$ cat src/rtl/dacfe_pkg.sv
package dacfe_pkg;

   typedef enum logic [1:0] {
      DST_B_AND_HOLD = 2'b00,
      DST_HOLD_ONLY  = 2'b01,
      DST_A_PAIRED   = 2'b10,
      DST_CONTROL    = 2'b11
   } dst_e;

   typedef struct packed {
      logic       fast;
      logic       pdn;
      logic [1:0] refsel;
   } ctrl_t;

   localparam ctrl_t CTRL_RESET = '{fast: 1'b0, pdn: 1'b0, refsel: 2'b00};

   function automatic logic ref_is_external(input logic [1:0] r);
      return (r == 2'b00) || (r == 2'b11);
   endfunction

endpackage

$ cat src/rtl/dacfe_sync.sv
module dacfe_sync #(
   parameter int              W       = 1,
   parameter int              STAGES  = 2,
   parameter logic [W-1:0]    RST_VAL = '0
) (
   input  logic         clk,
   input  logic         rst_n,
   input  logic [W-1:0] d,
   output logic [W-1:0] q
);

   generate
      if (STAGES < 2) begin : g_bad_stages
         $error("dacfe_sync: STAGES must be at least 2");
      end
   endgenerate

   logic [STAGES-1:0][W-1:0] chain;

   always_ff @(posedge clk) begin
      if (!rst_n) chain <= {STAGES{RST_VAL}};
      else        chain <= {chain[STAGES-2:0], d};
   end

   assign q = chain[STAGES-1];

endmodule

$ cat src/rtl/dacfe_shifter.sv
module dacfe_shifter #(
   parameter int WORD_W    = 16,
   parameter bit MSB_FIRST = 1'b1
) (
   input  logic              clk,
   input  logic              rst_n,
   input  logic              sclk_s,
   input  logic              fs_n_s,
   input  logic              sdi_s,
   output logic              frm_ok,
   output logic [WORD_W-1:0] frm_word
);

   localparam int CNT_W   = $clog2(WORD_W + 2);
   localparam int CNT_MAX = WORD_W + 1;

   generate
      if (WORD_W < 2) begin : g_bad_word
         $error("dacfe_shifter: WORD_W too small");
      end
   endgenerate

   logic              sclk_q, fs_q;
   logic [CNT_W-1:0]  cnt_q;
   logic [WORD_W-1:0] sh_q, sh_next;
   logic              sclk_fall, fs_fall, fs_rise;

   assign sclk_fall = sclk_q & ~sclk_s;
   assign fs_fall   = fs_q & ~fs_n_s;
   assign fs_rise   = ~fs_q & fs_n_s;

   generate
      if (MSB_FIRST) begin : g_msb
         assign sh_next = {sh_q[WORD_W-2:0], sdi_s};
      end else begin : g_lsb
         assign sh_next = {sdi_s, sh_q[WORD_W-1:1]};
      end
   endgenerate

   always_ff @(posedge clk) begin
      if (!rst_n) begin
         sclk_q <= 1'b1;
         fs_q   <= 1'b1;
         cnt_q  <= '0;
         sh_q   <= '0;
      end else begin
         sclk_q <= sclk_s;
         fs_q   <= fs_n_s;
         if (fs_fall) begin
            cnt_q <= '0;
         end else if (sclk_fall && !fs_n_s) begin
            sh_q <= sh_next;
            if (cnt_q != CNT_W'(CNT_MAX)) cnt_q <= cnt_q + 1'b1;
         end
      end
   end

   assign frm_ok   = fs_rise && (cnt_q == CNT_W'(WORD_W));
   assign frm_word = sh_q;

endmodule

$ cat src/rtl/dacfe_latches.sv
module dacfe_latches
   import dacfe_pkg::*;
#(
   parameter int WORD_W = 16,
   parameter int DATA_W = 8
) (
   input  logic              clk,
   input  logic              rst_n,
   input  logic              frm_ok,
   input  logic [WORD_W-1:0] frm_word,
   output logic [DATA_W-1:0] dac_a,
   output logic [DATA_W-1:0] dac_b,
   output logic [DATA_W-1:0] hold,
   output ctrl_t             ctrl,
   output logic              strobe
);

   localparam int BIT_AH   = WORD_W - 1;
   localparam int BIT_SPD  = WORD_W - 2;
   localparam int BIT_PDN  = WORD_W - 3;
   localparam int BIT_AL   = WORD_W - 4;
   localparam int DATA_MSB = WORD_W - 5;

   generate
      if (WORD_W < DATA_W + 6) begin : g_bad_fit
         $error("dacfe_latches: word cannot hold control, code and ref bits");
      end
   endgenerate

   dst_e              dst;
   logic [DATA_W-1:0] code;
   logic [DATA_W-1:0] a_n, b_n, h_n;
   ctrl_t             c_n;

   assign dst  = dst_e'({frm_word[BIT_AH], frm_word[BIT_AL]});
   assign code = frm_word[DATA_MSB -: DATA_W];

   always_comb begin
      a_n = dac_a;
      b_n = dac_b;
      h_n = hold;
      c_n = ctrl;
      if (frm_ok) begin
         c_n.fast = frm_word[BIT_SPD];
         c_n.pdn  = frm_word[BIT_PDN];
         unique case (dst)
            DST_B_AND_HOLD: begin b_n = code; h_n = code; end
            DST_HOLD_ONLY:  h_n = code;
            DST_A_PAIRED:   begin a_n = code; b_n = hold; end
            DST_CONTROL:    c_n.refsel = frm_word[1:0];
            default:        ;
         endcase
      end
   end

   always_ff @(posedge clk) begin
      if (!rst_n) begin
         dac_a  <= '0;
         dac_b  <= '0;
         hold   <= '0;
         ctrl   <= CTRL_RESET;
         strobe <= 1'b0;
      end else begin
         dac_a  <= a_n;
         dac_b  <= b_n;
         hold   <= h_n;
         ctrl   <= c_n;
         strobe <= (a_n != dac_a) || (b_n != dac_b);
      end
   end

endmodule

$ cat src/rtl/dual_dac_frontend.sv
module dual_dac_frontend
   import dacfe_pkg::*;
#(
   parameter int DATA_W      = 8,
   parameter int WORD_W      = 16,
   parameter int SYNC_STAGES = 2
) (
   input  logic              clk,
   input  logic              rst_n,
   input  logic              sclk,
   input  logic              fs_n,
   input  logic              sdi,
   output logic [DATA_W-1:0] dac_a_code,
   output logic [DATA_W-1:0] dac_b_code,
   output logic              fast_mode,
   output logic              pwr_down,
   output logic [1:0]        ref_sel,
   output logic              ext_ref_en,
   output logic              upd_strobe
);

   logic [2:0]        pins_s;
   logic              frm_ok;
   logic [WORD_W-1:0] frm_word;
   logic [DATA_W-1:0] hold_q;
   ctrl_t             ctrl_q;

   dacfe_sync #(.W(3), .STAGES(SYNC_STAGES), .RST_VAL(3'b110)) u_sync (
      .clk   (clk),
      .rst_n (rst_n),
      .d     ({sclk, fs_n, sdi}),
      .q     (pins_s)
   );

   dacfe_shifter #(.WORD_W(WORD_W), .MSB_FIRST(1'b1)) u_shift (
      .clk      (clk),
      .rst_n    (rst_n),
      .sclk_s   (pins_s[2]),
      .fs_n_s   (pins_s[1]),
      .sdi_s    (pins_s[0]),
      .frm_ok   (frm_ok),
      .frm_word (frm_word)
   );

   dacfe_latches #(.WORD_W(WORD_W), .DATA_W(DATA_W)) u_lat (
      .clk      (clk),
      .rst_n    (rst_n),
      .frm_ok   (frm_ok),
      .frm_word (frm_word),
      .dac_a    (dac_a_code),
      .dac_b    (dac_b_code),
      .hold     (hold_q),
      .ctrl     (ctrl_q),
      .strobe   (upd_strobe)
   );

   assign fast_mode  = ctrl_q.fast;
   assign pwr_down   = ctrl_q.pdn;
   assign ref_sel    = ctrl_q.refsel;
   assign ext_ref_en = ref_is_external(ctrl_q.refsel);

endmodule

$ cat config.mk
export PLATFORM = sky130hd
export DESIGN_NAME = dual_dac_frontend
export DESIGN_NICKNAME = d
export VERILOG_FILES = /design/src/rtl/dacfe_pkg.sv /design/src/rtl/dacfe_sync.sv /design/src/rtl/dacfe_shifter.sv /design/src/rtl/dacfe_latches.sv /design/src/rtl/dual_dac_frontend.sv
export SDC_FILE = /design/constraint.sdc
export NUM_CORES = 1
export LEC_CHECK = 0
export BUFFER_PORTS_ARGS = -buffer_cell sky130_fd_sc_hd__buf_4
export CAP_MARGIN = 20
export CORE_AREA = 2 2 90 92
export DETAILED_ROUTE_END_ITERATION = 10
export DIE_AREA = 0 0 92 94
export PLACE_DENSITY = 0.6
export SLEW_MARGIN = 20
export SYNTH_ARGS = -nofsm -noshare
export SYNTH_HDL_FRONTEND = slang
export SYNTH_SLANG_ARGS = --single-unit
$ cat constraint.sdc
create_clock -name clk -period 4.2 [get_ports clk]
set_input_delay 0.63 -clock clk [delete_from_list [all_inputs] [get_ports clk]]
set_output_delay 0.63 -clock clk [all_outputs]
set_load 0.005 [all_outputs]
Yosys cells after proc, flatten, opt, wreduce, memory -nomap -nowiden:

Cells that the tools add are included.

* bits in registers: 58
* output and inout bits: 22
* word-level logic and storage cells: 47
* input port bits: 5

* mux-type cells: 4
* equal/unequal tests: 8
* bitwise operators: 8
* add/sub/neg operators: 1
* reductions and logical operators: 13

Operators with widths (count)
* 2-to-1 mux 8 bit: 3
* inequality test 8 bit: 2
* case mux 8 bit (2 select lines): 1
* AND reduction 2 bit: 4
* equality test 2 bit, second input constant: 3
* adder 5 x 1 -> 5 bit, second input constant: 1
* equality test 5 bit, second input constant: 1
* inequality test 5 bit, second input constant: 1
* NOT 1 bit: 5
* logical NOT 2 bit: 2
* OR reduction 2 bit: 2
* AND 1 bit: 3
* equality test 2 x 1 -> 1 bit, second input constant: 1
* logical AND 1 bit: 2
* logical OR 1 bit: 2
* logical NOT 1 bit: 1

Logic depth before layout (Yosys ltp):

Gate-level depths: netlist (run 1).

* depth after elaboration: 6
* gate-level depth with buffers: 7
* mapped depth without buffers: 6

Modules after synthesis:

A second synthesis (run 1) with hierarchy kept.

* cell total of the unflattened synthesis: 266
* area total of the unflattened synthesis: 2580.0 um2

Modules (own cells, without submodules)
* dacfe_latches: times used 1, area an instance 1343.8 um2, seq. area each 580.6 um2, cells each 138
* dacfe_shifter: times used 1, area an instance 1047.3 um2, seq. area each 460.4 um2, cells each 112
* dacfe_sync: times used 1, area an instance 180.2 um2, seq. area each 120.1 um2, cells each 15
* dual_dac_frontend: times used 1, area an instance 8.8 um2, seq. area each 0.0 um2, cells each 1

Worst setup path after synthesis (run 1):

Ideal clock, no wire load.

* path type: flip-flop to flip-flop
* start point: register u_shift.cnt_q[2]
* end point: register u_lat.dac_a[0]
* buffers on the path: 1
* data required time: 4.084 ns
* cell stages (with the launch flop): 6
* setup slack: 2.446 ns
* period minus slack after synthesis: 1.754 ns
* arrival: 1.638 ns
* setup time: 0.116 ns
* cell sequence: dfxtp_1 > or3b_1 > buf_6 > nor4_4 > mux2i_1 > nor2b_1

* longest elaborated chain between the ends: 3

Ends and longest elaborated chain
* from (decl): RTL line dacfe_shifter.sv:24 `logic [CNT_W-1:0] cnt_q;`
* from (signal assigned): RTL line dacfe_shifter.sv:53 `if (cnt_q != CNT_W'(CNT_MAX)) cnt_q <= cnt_q + 1'b1;`
* equality test 5 bit: RTL line dacfe_shifter.sv:58 `assign frm_ok = fs_rise && (cnt_q == CNT_W'(WORD_W));`
* logical AND 1 bit: RTL line dacfe_shifter.sv:58
* 2-to-1 mux 8 bit: RTL line dacfe_latches.sv:43 `if (frm_ok) begin`
* to (signal assigned): RTL line dacfe_latches.sv:64 `dac_a <= a_n;`
* to (decl): RTL line dacfe_latches.sv:11 `output logic [DATA_W-1:0] dac_a,`

Every way passes these cells.
A chain may end at the register's enable or synchronous reset.

Worst setup path after layout (run 1):

* start point: register u_shift.cnt_q[2]
* end point: register u_lat.dac_b[3]

* longest elaborated chain between the ends: 3

Ends and longest elaborated chain
* equality test 5 bit: RTL line dacfe_shifter.sv:58
* logical AND 1 bit: RTL line dacfe_shifter.sv:58
* 2-to-1 mux 8 bit: RTL line dacfe_latches.sv:43
* to (signal assigned): RTL line dacfe_latches.sv:65 `dac_b <= b_n;`
* to (decl): RTL line dacfe_latches.sv:12 `output logic [DATA_W-1:0] dac_b,`

Every way passes these cells.

==> results of run 1 <==
==> layer usage <==
layer | vias to the layer above | wire (um)
met5 | - | 0
met1 | 800 | 2297
met3 | 6 | 154
met2 | 27 | 2160
li1 | 889 | -
met4 | 0 | 71
==> state kept, by name, indices dropped and copies added, names as in the netlist, 3 cells and up <==
name / count
u_sync.chain: 3
u_shift.cnt_q: 5
u_lat.dac_b: 8
u_lat.dac_a: 8
u_sync.q: 3
u_shift.frm_word: 16
u_lat.hold: 8
u_lat.ctrl: 4
==> area by class of cell <==
class                   instances  share of cell area
repair buffers                 26             0.06524
flip-flops and latches         58              0.3881
clock buffers                  11             0.05061
inverters                       5            0.006274
multi-input cells             177              0.4136
clock inverters                 5             0.03346
well taps                     102             0.04266
==> worst max-delay path by stage <==
stage | end | slack [ns] | cells after the start
after CTS | u_lat.dac_b[3] | 2.01 | 4
after global placement | u_lat.dac_b[3] | 2.07 | 4
after floorplan | u_lat.dac_a[0] | 2.45 | 5
after detailed placement | u_lat.dac_b[3] | 2.03 | 4
final | u_lat.dac_b[3] | 2.03 | 4
after global routing | u_lat.dac_b[3] | 1.87 | 4
==> kinds of logic (layout without fill, tap and decap cells) <==
| logic type | Yosys count | count (layout) | share of synthesized area |
|---|---|---|---|
| xor+xnor | 22 | 22 | 0.07766 |
| buf+inv | 19 | 47 | 0.03328 |
| compound gates | 33 | 33 | 0.1049 |
| mux | 27 | 27 | 0.1089 |
| flops | 58 | 58 | 0.4680 |
| fa+ha+maj | 3 | 3 | 0.01513 |
| simple gates | 92 | 92 | 0.1921 |
==> stage by stage <==
stage	hold WS (ns)	instance area, um^2
global placement	0.3944	2740
floorplan	0.3863	2481
CTS	0.4110	2992
global route	0.4270	2992
finish	0.4061	2992
detailed placement	0.3948	2740
==> critical path, cell delays in order (launching register included) <==
cell and delay, ns:
dfxtp_1 0.34, or3b_1 0.58, nor3_2 0.85, nand2_1 0.12
o211a_1 0.17
==> power breakdown <==
group / switching [mW] / internal [mW] / total, mW
registers: 0.00110 / 0.553 / 0.554
logic: 0.00951 / 0.00905 / 0.0186
clock network: 0.212 / 0.424 / 0.637
total: 0.223 / 0.987 / 1.21
==> placed cells by master (no fill, tap or decap), types with 2 or more instances in the layout <==
cell type  netlist  layout
o21ai_0          3       3
nor2b_1         18      18
inv_1            5       5
nand2_1         46      46
nor2_1           6       6
mux2i_1         27      27
xnor2_1         18      18
a21boi_0        18      18
clkbuf_8         0      11
nand4_1          4       4
buf_4            0      26
nor3_1           2       2
nand2b_1         6       6
ha_1             3       3
xor2_1           4       4
o211a_1          8       8
and2_1           3       3
clkinv_2         0       2
dfxtp_1         58      58
bufinv_16        0       3
==> results.ini, run 1 <==
[run_status]
status=complete, no violations

[placement]
portBuffers=26
post-place-ws_ns=2.030
dp.cells=368
dp_hpwl_um=3113
globalplace.congestion=0.7126

[cells_and_area]
fin_util=0.3933
diodes=0
finalNonFillerCells=384
nFillCells=797
final_layout_size_suffix_gt1_frac=0.1596
synthToLayoutAreaGrowth_pct=20.57
fin_nets=285
multiInputGateArea_um2=1237
seq_area_um2=1161

[worst_setup_path]
timing.rr.start=u_shift.cnt_q[2]
r2r_end=u_lat.dac_b[3]
cp_data_arrival_time_ns=2.39
worstSetupPathType=register to register
r2r_cells=4
cp-start-kind=register
r2r_slack_ns=2.03
worstPathMaxFanout=17
startpoint=u_shift.cnt_q[2]
crit_required_ns=4.42
worstSetupEndpointType=register

[logic_synthesis]
ys.flop_type=dfxtp_1
yosysWarningCount=0
avgSynthCellArea_um2=9.768
syn_area_um2=2481
syn-num-nets=262
synthTopCellsByCount=dfxtp_1, nand2_1, mux2i_1
ys_seq_elements=58
seq_area_frac_synth=0.4680
synth_edf_count=0
netlist.area_leader.share=0.4680
synth_cells=254
synth.top_cells.by_area=dfxtp_1, mux2i_1, nand2_1
yosysMostFrequentCell=dfxtp_1
synth_area_leader_cell=dfxtp_1
synth_cell_type_count=31
synthArstFlopShare=0

[route]
drcViolationCount=0
totalWireLength_um=4683
postRouteAntennaNets=0
drt_pre_antenna_iters=4
drt_iter0_drc=73
detail_route.vias_per_cell=4.484
vias=1722
routedWlPerCell_um=12.20

[power]
leakagePower_nw=1.087
power_mw=1.210
cellPowerDensity_nw_per_um2=404.3
ir_drop_mv=0.1834

[global_route]
antenna_found_initial=0
grt.busiest_layer=met2
met3_usage=0.03210
grt_pass1_vias=1610
use_met1=0.1529
grt.total_usage=0.1176
grt-ovfl-total=0
grt_max_degree=55
grt_pass1_wl_um=7748
use_met2=0.1771

[timing]
timing.fmax_mhz=460.9
fin_ws_ns=2.031
period_share=0.5165
worst_clock_skew_ns=0.009375
grt_setup_unrepaired=no
period_minus_slack_ns=2.169
slew_headroom=0.3489
maxSlewViolCount=0
tightest_slew_ns=0.9714
report.final.setup_viol=0
hold_viol=0
finalSetupTns_ns=0

[cts]
holdBufCountCts=0
h-tree-depth=3
clk_path_buf_depth=2
clock-sinks=58
cts.clk_slew.worst_paths_ns=0.07
root_buffer=clkbuf_8
post_cts_buffers=0
cts-resized-gates=0
cts_tree=built
cts_buffers=9
worstSkewPairLatency_ns=0.33

[floorplanning]
fp.coreArea_um2=7607
die_area_um2=8648
ios=27
die_h_um=94
die_w_um=92
rows=32
initial_core_util=0.3262

[hold_path]
hold_path_end=u_sync.q[2]
worstHoldPathCells=1
worstHoldStart=u_sync.chain[2]
hold_class=register to register

[run]
max_cap_viol_count=0

(Power assumes the default switching activity.)
==> run 2, diff against run 1 <==
==> constraint.sdc (replaced) <==
create_clock -name clk -period 2.1 [get_ports clk]
set_input_delay 0.315 -clock clk [delete_from_list [all_inputs] [get_ports clk]]
set_output_delay 0.315 -clock clk [all_outputs]
set_load 0.005 [all_outputs]
==> run 2 against run 1 <==
Global-route usage increased by 0.56 points. Core utilization is 0.72 points higher. Via count rose by 3.8%. Worst hold slack lost 0.25 ns. Maximum frequency grew 21%. Clock skew is 0.00068 ns higher. Clock power grew 73%. Flip-flop and latch count unchanged. Non-clock buffer count grew 12. Critical path depth is 1 higher. Sequential share of layout area down 0.70 points. Count of clock-buffer cells in the layout up 4. Critical endpoint is now u_lat.dac_a[0].
==> results.ini, run 2 (synthesis results as in run 1) <==
[worst_setup_path]
cp_data_arrival_time_ns=2.02
timing.rr.start=u_shift.cnt_q[2]
cpPeakStageDelay_ns=0.56
r2r_cells=5
crit_chain=or3b_1 > nor4_4 > buf_4 > mux2i_1 > nor2b_1
r2r_end=u_lat.dac_a[0]
worstPathMaxFanout=9
r2r_slack_ns=0.31
worstSetupPathType=register to register
cp-start-kind=register
crit_path_top_delay_cell=or3b_1
worstSetupEndpointType=register
crit_required_ns=2.33
startpoint=u_shift.cnt_q[2]

[hold_path]
worstHoldStart=sclk
hold_path_end=u_sync.chain[2]
hold_class=primary input to register
worstHoldPathCells=2

[run]
max_cap_viol_count=0

[run_status]
status=complete, no violations

[cells_and_area]
final_layout_size_suffix_gt1_frac=0.1871
diodes=0
final_cell_mix=dfxtp_1, nand2_1, buf_4, mux2i_1
fin_nets=297
nFillCells=796
final_common_cell=dfxtp_1
synthToLayoutAreaGrowth_pct=22.79
largest_reg_flops=16

[floorplanning]
die_h_um=94
fp.coreArea_um2=7607
die_w_um=92
rows=32
initial_core_util=0.3262
ios=27
die_area_um2=8648

[cts]
cts.clk_slew.worst_paths_ns=0.07
root_buffer=clkbuf_8
post_cts_buffers=0
clock-sinks=58
h-tree-depth=3
holdBufCountCts=0
cts_buffers=9
clk_path_buf_depth=2
cts_tree=built
cts-resized-gates=0
worstSkewPairLatency_ns=0.34

[timing]
slew_headroom=0.5876
hold_viol=0
maxSlewViolCount=0
period_share=0.8543
report.final.setup_viol=0
tightest_slew_ns=0.6122
timing.fmax_mhz=557.4
grt_setup_unrepaired=no
worst_clock_skew_ns=0.01005
finalSetupTns_ns=0
period_minus_slack_ns=1.794

[route]
totalWireLength_um=4766
detail_route.vias_per_cell=4.515
routedWlPerCell_um=12.04
drt_iter0_drc=88
postRouteAntennaNets=0
drt_pre_antenna_iters=4
drcViolationCount=0
vias=1788

[global_route]
grt-ovfl-total=0
grt_pass1_vias=1681
grt.total_usage=0.1231
grt_max_degree=33
grt_pass1_wl_um=8142
antenna_found_initial=0

[placement]
dp_hpwl_um=3217
portBuffers=26
globalplace.congestion=0.7306

[power]
leakagePower_nw=1.131
cellPowerDensity_nw_per_um2=737.7
power_mw=2.248
ir_drop_mv=0.4654

## run 2: changes by cell type in the layout (fill, tap and decap cells not counted), sizes merged
cell	delta
buf	+12
clkbuf	+4
bufinv	-2
clkinv	-2
## run 2: how the worst max path moves through the flow
stage,slack [ns],to
6_report,0.31,u_lat.dac_a[0]
5_1_grt,0.18,u_lat.dac_a[5]
4_1_cts,0.30,u_lat.dac_a[0]
3_5_place_dp,0.31,u_lat.dac_a[0]
3_3_place_gp,0.36,u_lat.dac_a[7]
2_1_floorplan,0.35,u_lat.dac_a[0]
## run 2: metrics by stage
stage,hold slack (ns),worst slack (ns),instance area (um^2),instances,utilization
2_1_floorplan,0.3863,0.3457,2481,254,-
3_3_place_gp,0.3905,0.3601,2830,380,0.3720
3_5_place_dp,0.3940,0.3122,2830,380,0.3720
4_1_cts,0.1452,0.3036,3047,396,0.4005
5_1_grt,0.1646,0.1766,3047,396,0.4005
6_report,0.1580,0.3060,3047,396,0.4005
## run 2: report_power, final
group	switching (mW)	leakage, nW	internal (mW)
Sequential	0.00248	0.469	1.11
Clock	0.420	0.110	0.679
Combinational	0.0198	0.552	0.0194
Total	0.443	1.13	1.81
## run 2: critical path, delay by kind of cell (launching register included)
| kind | cells | cell delay [ns] |
|---|---|---|
| simple gates | 3 | 0.88 |
| flops | 1 | 0.34 |
| buf+inv | 1 | 0.24 |
| mux | 1 | 0.22 |
## run 2: layer usage
metal,track usage,vias up,wire (um)
li1,-,914,-
met5,0,-,0
met4,0.07463,0,130
met1,0.1541,835,2376
met3,0.03371,12,145
met2,0.1887,27,2113
## run 2: layout make-up
cell class,instances,area [um^2],share of cell area
flip-flops and latches,58,1161,0.3811
repair buffers,38,285.3,0.09363
clock buffers,15,186.4,0.06119
multi-input cells,177,1237,0.4062
inverters,5,18.77,0.006160
well taps,102,127.6,0.04189
clock inverters,1,30.03,0.009856
==> run 3, diff against run 2 <==
--- a/config.mk
+++ b/config.mk
@@ -11,6 +11,7 @@
 export DETAILED_ROUTE_END_ITERATION = 10
 export DIE_AREA = 0 0 92 94
 export PLACE_DENSITY = 0.6
+export SETUP_SLACK_MARGIN = 0.5
 export SLEW_MARGIN = 20
 export SYNTH_ARGS = -nofsm -noshare
 export SYNTH_HDL_FRONTEND = slang
==> run 3 against run 2 <==
Routed wire length is 5.6% higher. Final area rose by 2.2%. Via count rose by 1.9%. Critical endpoint is now u_lat.dac_a[1].
==> results.ini, run 3 (synthesis results as in run 1) <==
[run_status]
status=complete, no violations

[worst_setup_path]
cp-start-kind=register
worst-path-buf-inv=3
timing.rr.start=u_shift.cnt_q[1]
startpoint=u_shift.cnt_q[1]
cp_common_cell=buf_6
cp_data_arrival_time_ns=1.78
crit_required_ns=2.33
cpPeakStageDelay_ns=0.34
worstSetupEndpointType=register
worstPathMaxFanout=8
worstSetupPathType=register to register
crit_path_top_delay_cell=dfxtp_2
crit_chain=inv_2 > ha_4 > nand3b_1 > buf_6 > nor4_4 > buf_6 > mux2i_1 > nor2b_1
cp_top_family=buffers and inverters

[global_route]
grt_max_degree=29
grt_pass1_vias=1732
grt_pass1_wl_um=8273
antenna_found_initial=0
grt.total_usage=0.1241
grt-ovfl-total=0

[power]
comb_power_share=0.019
clkPwrFrac=0.478
leakagePower_nw=1.159
sw_frac_of_total=0.1998
cellPowerDensity_nw_per_um2=708.2
ir_drop_mv=0.3957
p_sw_mw=0.4405
pwr-share-seq=0.503
intPower_mw=1.764
power_mw=2.205

[cells_and_area]
finalNonFillerCells=400
postLayoutCellArea_um2=3113
multiInputGateArea_um2=1257
fin_nets=302
largest_reg_flops=16
nFillCells=770
final_layout_size_suffix_gt1_frac=0.2383
final_cell_mix=dfxtp_1, nand2_1, buf_4, mux2i_1
diodes=0
seq_area_um2=1171
final_common_cell=dfxtp_1
synthToLayoutAreaGrowth_pct=25.47

[placement]
portBuffers=26
dp_hpwl_um=3280
dp.cells=377
placed_cell_area_um2=2809
globalplace.congestion=0.7607

[route]
drt_pre_antenna_iters=4
vias=1822
totalWireLength_um=5034
drt_iter0_drc=85
drcViolationCount=0
routedWlPerCell_um=12.59
postRouteAntennaNets=0
detail_route.vias_per_cell=4.555

[floorplanning]
fp.coreArea_um2=7607
die_w_um=92
die_area_um2=8648
rows=32
ios=27
die_h_um=94
initial_core_util=0.3262

[cts]
cts_buffers=9
h-tree-depth=3
cts.clk_slew.worst_paths_ns=0.06
worstSkewPairLatency_ns=0.34
clk_path_buf_depth=2
holdBufCountCts=0
root_buffer=clkbuf_8
clock-sinks=58
cts_tree=built

[timing]
finalSetupTns_ns=0
tightest_slew_ns=0.5789
period_share=0.7355
worst_clock_skew_ns=0.004617
period_minus_slack_ns=1.545
timing.fmax_mhz=647.4
slew_headroom=0.6100
hold_viol=0
maxSlewViolCount=0
grt_setup_unrepaired=yes
report.final.setup_viol=0

[run]
max_cap_viol_count=0

[hold_path]
hold_class=primary input to register
worstHoldStart=fs_n

[run 3: changes by cell type in the layout (fill, tap and decap cells not counted), moves of 2 or more]
cell	previous run	this run
dfxtp_1	58	52
dfxtp_2	0	5
inv_1	5	3
buf_4	38	40
inv_2	0	2
buf_6	0	3
[run 3: power by group through the flow]
stage                     clock [mW]  combinational (mW)  sequential (mW)
after floorplan                    0              0.0282             1.13
final                           1.05              0.0424             1.11
after global placement             0              0.0399             1.13
after global routing            1.14              0.0464             1.11
after detailed placement           0              0.0400             1.13
after CTS                       1.08              0.0408             1.11
[run 3: path summary, 6_finish.rpt]
kind / slack, ns / endpoint / cells past startpoint
min reg2reg: 0.41 / u_sync.q[1] / 1
max reg2reg: 0.56 / u_lat.dac_a[1] / 8
max: 0.56 / u_lat.dac_a[1] / 8
min: 0.16 / u_sync.chain[1] / 2
[run 3: per-stage QoR]
| step | util | hold WS, ns | setup slack [ns] |
|---|---|---|---|
| finish | 0.4092 | 0.1602 | 0.5554 |
| global route | 0.4092 | 0.1484 | 0.4411 |
| CTS | 0.4008 | 0.1522 | 0.5117 |
| detailed placement | 0.3692 | 0.3988 | 0.3370 |
| global placement | 0.3692 | 0.3902 | 0.3602 |
| floorplan | - | 0.3863 | 0.3500 |
[run 3: timing repair]
item | in CTS | in global routing
setup endpoints to repair | 27 | 25
setup buffers | 3 | 5
gates resized for setup | 5 | 10
pin swaps | 1 | 3
[run 3: layer usage]
layer	track usage	wire length, um
met1	0.1521	2499
met2	0.1979	2280
met3	0.03692	141
met4	0.06343	113
met5	0	0
[run 3: cell type report]
class | count | area share
clock buffer | 13 | 0.05426
tap | 102 | 0.04100
multi-input combinational | 177 | 0.4039
timing repair buffer | 43 | 0.1073
inverter | 5 | 0.006029
clock inverter | 2 | 0.01125
sequential | 58 | 0.3762
